## src/rtl/srr_pkg.sv

```systemverilog
package srr_pkg;

    typedef enum logic [1:0] {
        ST_FREE   = 2'd0,
        ST_WAIT   = 2'd1,
        ST_SHADOW = 2'd2,
        ST_CLEAR  = 2'd3
    } ent_state_e;

endpackage

```

## src/rtl/srr_dep_merge.sv

```systemverilog
module srr_dep_merge #(
    parameter int ENTRIES = 4,
    parameter int ROWS    = 4,
    parameter int COLS    = 2,
    parameter int IDXW    = 2,
    parameter int SLOTW   = 1
) (
    input  logic [ENTRIES-1:0][ROWS-1:0][COLS-1:0] mats_i,
    input  logic                                   src0_v_i,
    input  logic [IDXW-1:0]                        src0_idx_i,
    input  logic                                   src1_v_i,
    input  logic [IDXW-1:0]                        src1_idx_i,
    input  logic                                   is_load_i,
    input  logic [SLOTW-1:0]                       slot_i,
    output logic [ROWS-1:0][COLS-1:0]              merged_o,
    output logic [COLS-1:0]                        last_o
);

    logic [ROWS-1:0][COLS-1:0] par0;
    logic [ROWS-1:0][COLS-1:0] par1;
    logic [ROWS-1:0][COLS-1:0] par_or;

    always_comb begin
        par0   = src0_v_i ? mats_i[src0_idx_i] : '0;
        par1   = src1_v_i ? mats_i[src1_idx_i] : '0;
        par_or = par0 | par1;
    end

    // Parents' grids advance with the clock edge that captures this issue;
    // the last row falls off (it is checked against the kill as last_o).
    always_comb begin
        merged_o = '0;
        for (int r = 1; r < ROWS; r++) begin
            merged_o[r] = par_or[r-1];
        end
        if (is_load_i) begin
            merged_o[0][slot_i] = 1'b1;
        end
        last_o = par_or[ROWS-1];
    end

endmodule

```

## src/rtl/srr_entry.sv

```systemverilog
module srr_entry
    import srr_pkg::*;
#(
    parameter int ROWS  = 4,
    parameter int COLS  = 2,
    parameter int SLOTW = 1
) (
    input  logic                      clk,
    input  logic                      rst_n,
    input  logic                      alloc_i,
    input  logic                      issue_i,
    input  logic                      cancel_i,
    input  logic [ROWS-1:0][COLS-1:0] merged_i,
    input  logic                      kill_valid_i,
    input  logic [SLOTW-1:0]          kill_slot_i,
    output logic [ROWS-1:0][COLS-1:0] mat_o,
    output logic                      ready_o,
    output logic                      safe_o,
    output logic                      inval_o
);

    ent_state_e                state_q, state_d;
    logic [ROWS-1:0][COLS-1:0] mat_q, mat_d;
    logic [ROWS-1:0][COLS-1:0] shifted;
    logic                      kill_hit;
    logic                      iss_take;
    logic                      fire;

    always_comb begin
        shifted = '0;
        for (int r = 1; r < ROWS; r++) begin
            shifted[r] = mat_q[r-1];
        end
    end

    assign kill_hit = (state_q == ST_SHADOW) && kill_valid_i && mat_q[ROWS-1][kill_slot_i];
    assign iss_take = issue_i && (state_q == ST_WAIT);
    assign fire     = iss_take && !cancel_i;

    // State register
    always_ff @(posedge clk) begin
        if (!rst_n) begin
            state_q <= ST_FREE;
            mat_q   <= '0;
        end else begin
            state_q <= state_d;
            mat_q   <= mat_d;
        end
    end

    // Next state
    always_comb begin
        state_d = state_q;
        mat_d   = '0;
        if (alloc_i) begin
            state_d = ST_WAIT;
        end else begin
            unique case (state_q)
                ST_FREE: begin
                    state_d = ST_FREE;
                end
                ST_WAIT: begin
                    if (fire) begin
                        mat_d   = merged_i;
                        state_d = (merged_i != '0) ? ST_SHADOW : ST_CLEAR;
                    end
                end
                ST_SHADOW: begin
                    if (kill_hit) begin
                        state_d = ST_WAIT;
                    end else begin
                        mat_d   = shifted;
                        state_d = (shifted != '0) ? ST_SHADOW : ST_CLEAR;
                    end
                end
                ST_CLEAR: begin
                    state_d = ST_CLEAR;
                end
                default: begin
                    state_d = ST_FREE;
                end
            endcase
        end
    end

    // Outputs
    always_comb begin
        mat_o   = mat_q;
        ready_o = (state_q == ST_WAIT);
        safe_o  = (state_q == ST_CLEAR);
        inval_o = kill_hit || (iss_take && cancel_i);
    end

    a_r7_clear_empty: assert property (@(posedge clk) disable iff (!rst_n)
        (state_q == ST_CLEAR) |-> (mat_q == '0));

    a_r3_shift_one_row: assert property (@(posedge clk) disable iff (!rst_n)
        (state_q == ST_SHADOW && !kill_hit && !alloc_i)
        |=> (mat_q[ROWS-1:1] == $past(mat_q[ROWS-2:0])));

    a_r5_kill_to_wait: assert property (@(posedge clk) disable iff (!rst_n)
        (kill_hit && !alloc_i) |=> (state_q == ST_WAIT && mat_q == '0));

    a_r8_cancel_stays_wait: assert property (@(posedge clk) disable iff (!rst_n)
        (iss_take && cancel_i && !alloc_i) |=> (state_q == ST_WAIT));

    a_r2_free_holds: assert property (@(posedge clk) disable iff (!rst_n)
        (state_q == ST_FREE && !alloc_i) |=> (state_q == ST_FREE));

endmodule

```

## src/rtl/sel_replay_tracker.sv

```systemverilog
module sel_replay_tracker #(
    parameter int ENTRIES = 4,
    parameter int ROWS    = 4,
    parameter int COLS    = 2,
    localparam int IDXW   = (ENTRIES > 1) ? $clog2(ENTRIES) : 1,
    localparam int SLOTW  = (COLS > 1) ? $clog2(COLS) : 1
) (
    input  logic               clk,
    input  logic               rst_n,
    input  logic               alloc_valid,
    input  logic [IDXW-1:0]    alloc_idx,
    input  logic               iss_valid,
    input  logic [IDXW-1:0]    iss_idx,
    input  logic               iss_is_load,
    input  logic [SLOTW-1:0]   iss_slot,
    input  logic               src0_valid,
    input  logic [IDXW-1:0]    src0_idx,
    input  logic               src1_valid,
    input  logic [IDXW-1:0]    src1_idx,
    input  logic               kill_valid,
    input  logic [SLOTW-1:0]   kill_slot,
    output logic [ENTRIES-1:0] ready_o,
    output logic [ENTRIES-1:0] safe_o,
    output logic [ENTRIES-1:0] inval_o
);

    logic [ENTRIES-1:0][ROWS-1:0][COLS-1:0] mats;
    logic [ROWS-1:0][COLS-1:0]              merged;
    logic [COLS-1:0]                        par_last;
    logic                                   cancel;

    srr_dep_merge #(
        .ENTRIES(ENTRIES),
        .ROWS   (ROWS),
        .COLS   (COLS),
        .IDXW   (IDXW),
        .SLOTW  (SLOTW)
    ) u_merge (
        .mats_i    (mats),
        .src0_v_i  (src0_valid),
        .src0_idx_i(src0_idx),
        .src1_v_i  (src1_valid),
        .src1_idx_i(src1_idx),
        .is_load_i (iss_is_load),
        .slot_i    (iss_slot),
        .merged_o  (merged),
        .last_o    (par_last)
    );

    assign cancel = kill_valid && par_last[kill_slot];

    for (genvar i = 0; i < ENTRIES; i++) begin : g_ent
        srr_entry #(
            .ROWS (ROWS),
            .COLS (COLS),
            .SLOTW(SLOTW)
        ) u_ent (
            .clk         (clk),
            .rst_n       (rst_n),
            .alloc_i     (alloc_valid && (alloc_idx == IDXW'(i))),
            .issue_i     (iss_valid && (iss_idx == IDXW'(i))),
            .cancel_i    (cancel),
            .merged_i    (merged),
            .kill_valid_i(kill_valid),
            .kill_slot_i (kill_slot),
            .mat_o       (mats[i]),
            .ready_o     (ready_o[i]),
            .safe_o      (safe_o[i]),
            .inval_o     (inval_o[i])
        );
    end

    a_r5_inval_needs_kill: assert property (@(posedge clk) disable iff (!rst_n)
        (inval_o != '0) |-> kill_valid);

    a_r2_ready_safe_excl: assert property (@(posedge clk) disable iff (!rst_n)
        (ready_o & safe_o) == '0);

endmodule

```

## config.mk

```make
export PLATFORM = sky130hd
export DESIGN_NAME = sel_replay_tracker
export DESIGN_NICKNAME = d
export VERILOG_FILES = /design/src/rtl/srr_pkg.sv /design/src/rtl/srr_dep_merge.sv /design/src/rtl/srr_entry.sv /design/src/rtl/sel_replay_tracker.sv
export SDC_FILE = /design/constraint.sdc
export NUM_CORES = 1
export LEC_CHECK = 0
export ABC_AREA = 1
export BUFFER_PORTS_ARGS = -buffer_cell sky130_fd_sc_hd__buf_2
export CORE_MARGIN = 5
export CORE_UTILIZATION = 64
export DETAILED_ROUTE_END_ITERATION = 12
export MAX_ROUTING_LAYER = met4
export PLACE_DENSITY = 0.86
export SYNTH_ARGS = -nofsm -noshare
export SYNTH_HDL_FRONTEND = slang
export SYNTH_SLANG_ARGS = --single-unit
```

## constraint.sdc

```tcl
create_clock -name clk -period 3.57 [get_ports clk]
set_clock_uncertainty 0.15 [all_clocks]
set_input_delay 0.1785 -clock clk [delete_from_list [all_inputs] [get_ports clk]]
set_output_delay 0.1785 -clock clk [all_outputs]
set_load 0.01 [all_outputs]
```

==> results.txt <==
----------------------------------------------------
[Routing]
  Via count ... 2961
  Drt first-iter violations ... 450
  Number of detailed-routing iterations run before antenna repair ... 5
  Final Routed Wirelength ... 7669 um
  Remaining routing DRC violations ... 0
  Final antenna-violating net count ... 0
  Routed wirelength normalized by instance count ... 15.31 um
  Routed vias/inst ... 5.910

[Setup path]
  Data arrival time of the worst path ... 1760 ps
  Critical path startpoint ... g_ent[2].u_ent.mat_o[6]
  Worst path cell trace ... inv_1 > nand2_1 > nand3_1 > nand2_1 > nand2_1 > nand3b_1 > nand3_2 > o21ai_0 > buf_2
  Worst setup path class ... reg2out
  Element type at the critical path start ... flip-flop
  Top cell by count, worst path ... sky130_fd_sc_hd__nand2_1
  Type of element capturing the critical path ... primary output
  Cell with the largest stage delay on the worst path ... sky130_fd_sc_hd__dfxtp_1
  Reg-to-reg critical path startpoint ... g_ent[2].u_ent.mat_o[6]
  CP Max Fanout ... 11
  Maximum single-stage delay on the critical path ... 350 ps
  Required time of the critical path ... 3240 ps

[Cells and area]
  Utilization of the core after routing ... 0.6809
  Non-filler cells, final ... 501
  Total number of nets in the final design ... 482
  Ratio of cells with drive above 1 in the final layout ... 0.1292
  Synthesis-to-layout area growth ... 2.624%
  Most frequent standard cell in the layout excluding fill and tap cells ... sky130_fd_sc_hd__nand2_1
  Diode insertion count for antenna repair ... 0
  Finished layout cell area ... 2985 um^2
  Most frequent cells in the layout ... sky130_fd_sc_hd__nand2_1, sky130_fd_sc_hd__inv_1, sky130_fd_sc_hd__nand3_1

[Place]
  Post-placement cell count ... between 400 and 500
  Post-detailed-placement cell area ... 2893 um^2
  Detailed placement HPWL ... 5884 um
  RePlAce Congestion ... 0.9283
  Count of input and output buffers ... 29

[Power]
  Leakage component of the power ... 1.474 nW
  Design internal power ... 0.6513 mW
  Proportion of power drawn by the clock network ... 0.342
  Net switching fraction of the power ... 0.2933
  Power per unit of standard cell area ... about 310 nW/um^2
  Overall power after layout ... 0.9216 mW
  Share of total power in sequential cells ... 0.491
  Switching Power ... 0.2703 mW
  Worst ir drop on vdd ... approximately 0.25 mV
  Relative contribution of combinational cells to total power ... 0.167

[Synthesis]
  Register area share after synthesis ... 0.2753
  Async set or reset register ratio after synthesis ... 0
  Post-Synthesis Mean Instance Area ... 6.657 um^2
  Number of enable-type register cells in the synthesized netlist ... 0
  Synthesized area ... approximately 2900 um^2
  Flops & latches, synth ... 40
  Most frequently used flop master after synthesis ... sky130_fd_sc_hd__dfxtp_1
  Syn_nets ... 471
  Netlist cell types ... 32
  Total of warnings raised by yosys ... 0
  Post-synthesis cell count ... 437

[Floorplan]
  Num rows ... 24
  Core region area ... 4384 um^2
  DIE WIDTH ... 77.42 um
  Die extent in y ... 77.42 um
  Die area ... 5994 um^2
  Initial cell density of the core ... 0.6635
  Number of ports placed on the die boundary ... 30

[STA]
  Transition time of the tightest slew-check pin ... 427.8 ps
  Share of the clock period used by the worst path after layout ... 0.5852
  Count of final setup violators ... 0
  Unrepaired setup endpoints after global routing ... no
  Time the final worst path needs with I/O delays and setup ... ~2100 ps
  Worst-case headroom to the max-slew limit ... 0.7148
  Total count of max-transition violations in the final report ... 0
  F_max ... 478.7 MHz
  Final hold violations ... 0
  Total Neg Setup Slack ... 0 ps

[Clocking]
  Clock tree from TritonCTS ... done
  TritonCTS buffer count ... 5
  TritonCTS sink count ... 40
  Setup bufs post-CTS ... 0
  Htree depth ... 2
  Number of buffers inserted for hold repair after clock tree synthesis ... 0
  Resized cells post-CTS ... 0
  Number of buffers on the longest clock path ... 2
  Clock-pin slew of the registers on the worst-case setup and hold paths ... 80 ps
  Clk_lat worst skew ... 300 ps
  Buffer cell driving the clock tree root ... sky130_fd_sc_hd__clkbuf_8

[Job]
  Number of max-cap violations ... 0

[Hold path]
  Critical hold path startpoint ... rst_n
  Worst hold-check path type ... in2reg

[Outcome]
  Status ... completed

[Global routing]
  Maximum number of pins on one net before global-route repair ... 20
  Remaining global-route overflow ... 0
  Number of global-route vias before repair ... 2690
  GRT Util Overall ... 0.2690
  Global-route wire length before repair ... roughly 13000 um
  Number of antenna violations at the first check in global routing ... 0

----------------------------------------------------
## final timing paths
path | cells past startpoint | endpoint | slack (ps)
worst min-delay path | 5 | g_ent[3].u_ent.state_q[1] | 60
worst max-delay path | 9 | inval_o[2] | 1480
worst min register to register | 2 | g_ent[0].u_ent.state_q[1] | 400
worst max register to register | 11 | g_ent[3].u_ent.state_q[1] | 1610
## area by class of cell
class                   instances  area, um^2
clock buffers                   6       82.58
fillers                       403        1399
multi-input cells             298        1588
flip-flops and latches         40       800.8
well taps                      52       65.06
inverters                      74       294.0
clock inverters                 2       10.01
repair buffers                 29       145.1
## synth_stat cells, types with 3 or more instances
| library cell | instances | area (um^2) |
|---|---|---|
| sky130_fd_sc_hd__a21oi_1 | 16 | 80.08 |
| sky130_fd_sc_hd__buf_4 | 15 | 112.6 |
| sky130_fd_sc_hd__buf_6 | 4 | 45.04 |
| sky130_fd_sc_hd__dfxtp_1 | 40 | 800.8 |
| sky130_fd_sc_hd__ha_1 | 16 | 200.2 |
| sky130_fd_sc_hd__inv_1 | 66 | 247.7 |
| sky130_fd_sc_hd__inv_2 | 5 | 18.77 |
| sky130_fd_sc_hd__nand2_1 | 130 | 488.0 |
| sky130_fd_sc_hd__nand2_2 | 6 | 37.54 |
| sky130_fd_sc_hd__nand3_1 | 43 | 215.2 |
| sky130_fd_sc_hd__nand4_1 | 7 | 43.79 |
| sky130_fd_sc_hd__nand4_2 | 3 | 37.54 |
| sky130_fd_sc_hd__nor2_1 | 25 | 93.84 |
| sky130_fd_sc_hd__nor3_1 | 5 | 25.02 |
| sky130_fd_sc_hd__o2111ai_1 | 4 | 35.03 |
| sky130_fd_sc_hd__o21ai_0 | 6 | 30.03 |
| sky130_fd_sc_hd__o22ai_1 | 7 | 43.79 |
| sky130_fd_sc_hd__o31ai_1 | 3 | 22.52 |
| sky130_fd_sc_hd__o32ai_1 | 17 | 148.9 |
## metrics by stage
stage | setup slack [ps] | hold WS [ps]
final | 1481 | 59.01
after global routing | 1294 | 92.17
after CTS | 1497 | 59.37
after detailed placement | 1392 | 377.5
after global placement | 1496 | 367.8
after floorplan | 2068 | 217.9
## critical path: cells and delay by family, from the launching register on
family	cells	cell delay (ps)
compound gates	1	300
buf+inv	2	240
flops	1	350
simple gates	6	580
## power by group through the flow
stage                     Sequential (mW)  Combinational (mW)  Clock, mW
final                               0.452               0.154      0.315
after global routing                0.453               0.171      0.338
after CTS                           0.452               0.151      0.313
after detailed placement            0.463               0.150          0
after global placement              0.463               0.148          0
after floorplan                     0.462               0.124          0
## flip-flops by register name, summed over array words and instances (netlist names)
| signal | cells |
|---|---|
| g_ent.u_ent.mat_o | 32 |
| g_ent.u_ent.state_q | 8 |
## per-layer routing
metal | vias up | wire [um] | GRT usage
li1 | 1434 | - | -
met1 | 1338 | 3304 | 0.3564
met2 | 164 | 3480 | 0.4259
met3 | 25 | 683 | 0.04167
met4 | 0 | 201 | 0.07560
met5 | - | 0 | -
## cell families (layout without fill, tap and decap cells)
| logic type | after synthesis | after routing | synth area share |
|---|---|---|---|
| AOI/OAI and AO/OA | 57 | 57 | 0.1325 |
| and+or+nand+nor | 225 | 225 | 0.3445 |
| adders and majority gates | 16 | 16 | 0.06882 |
| buffers and inverters | 99 | 111 | 0.1789 |
| DFF | 40 | 40 | 0.2753 |
Note: power is estimated with default switching activity, not from simulation.
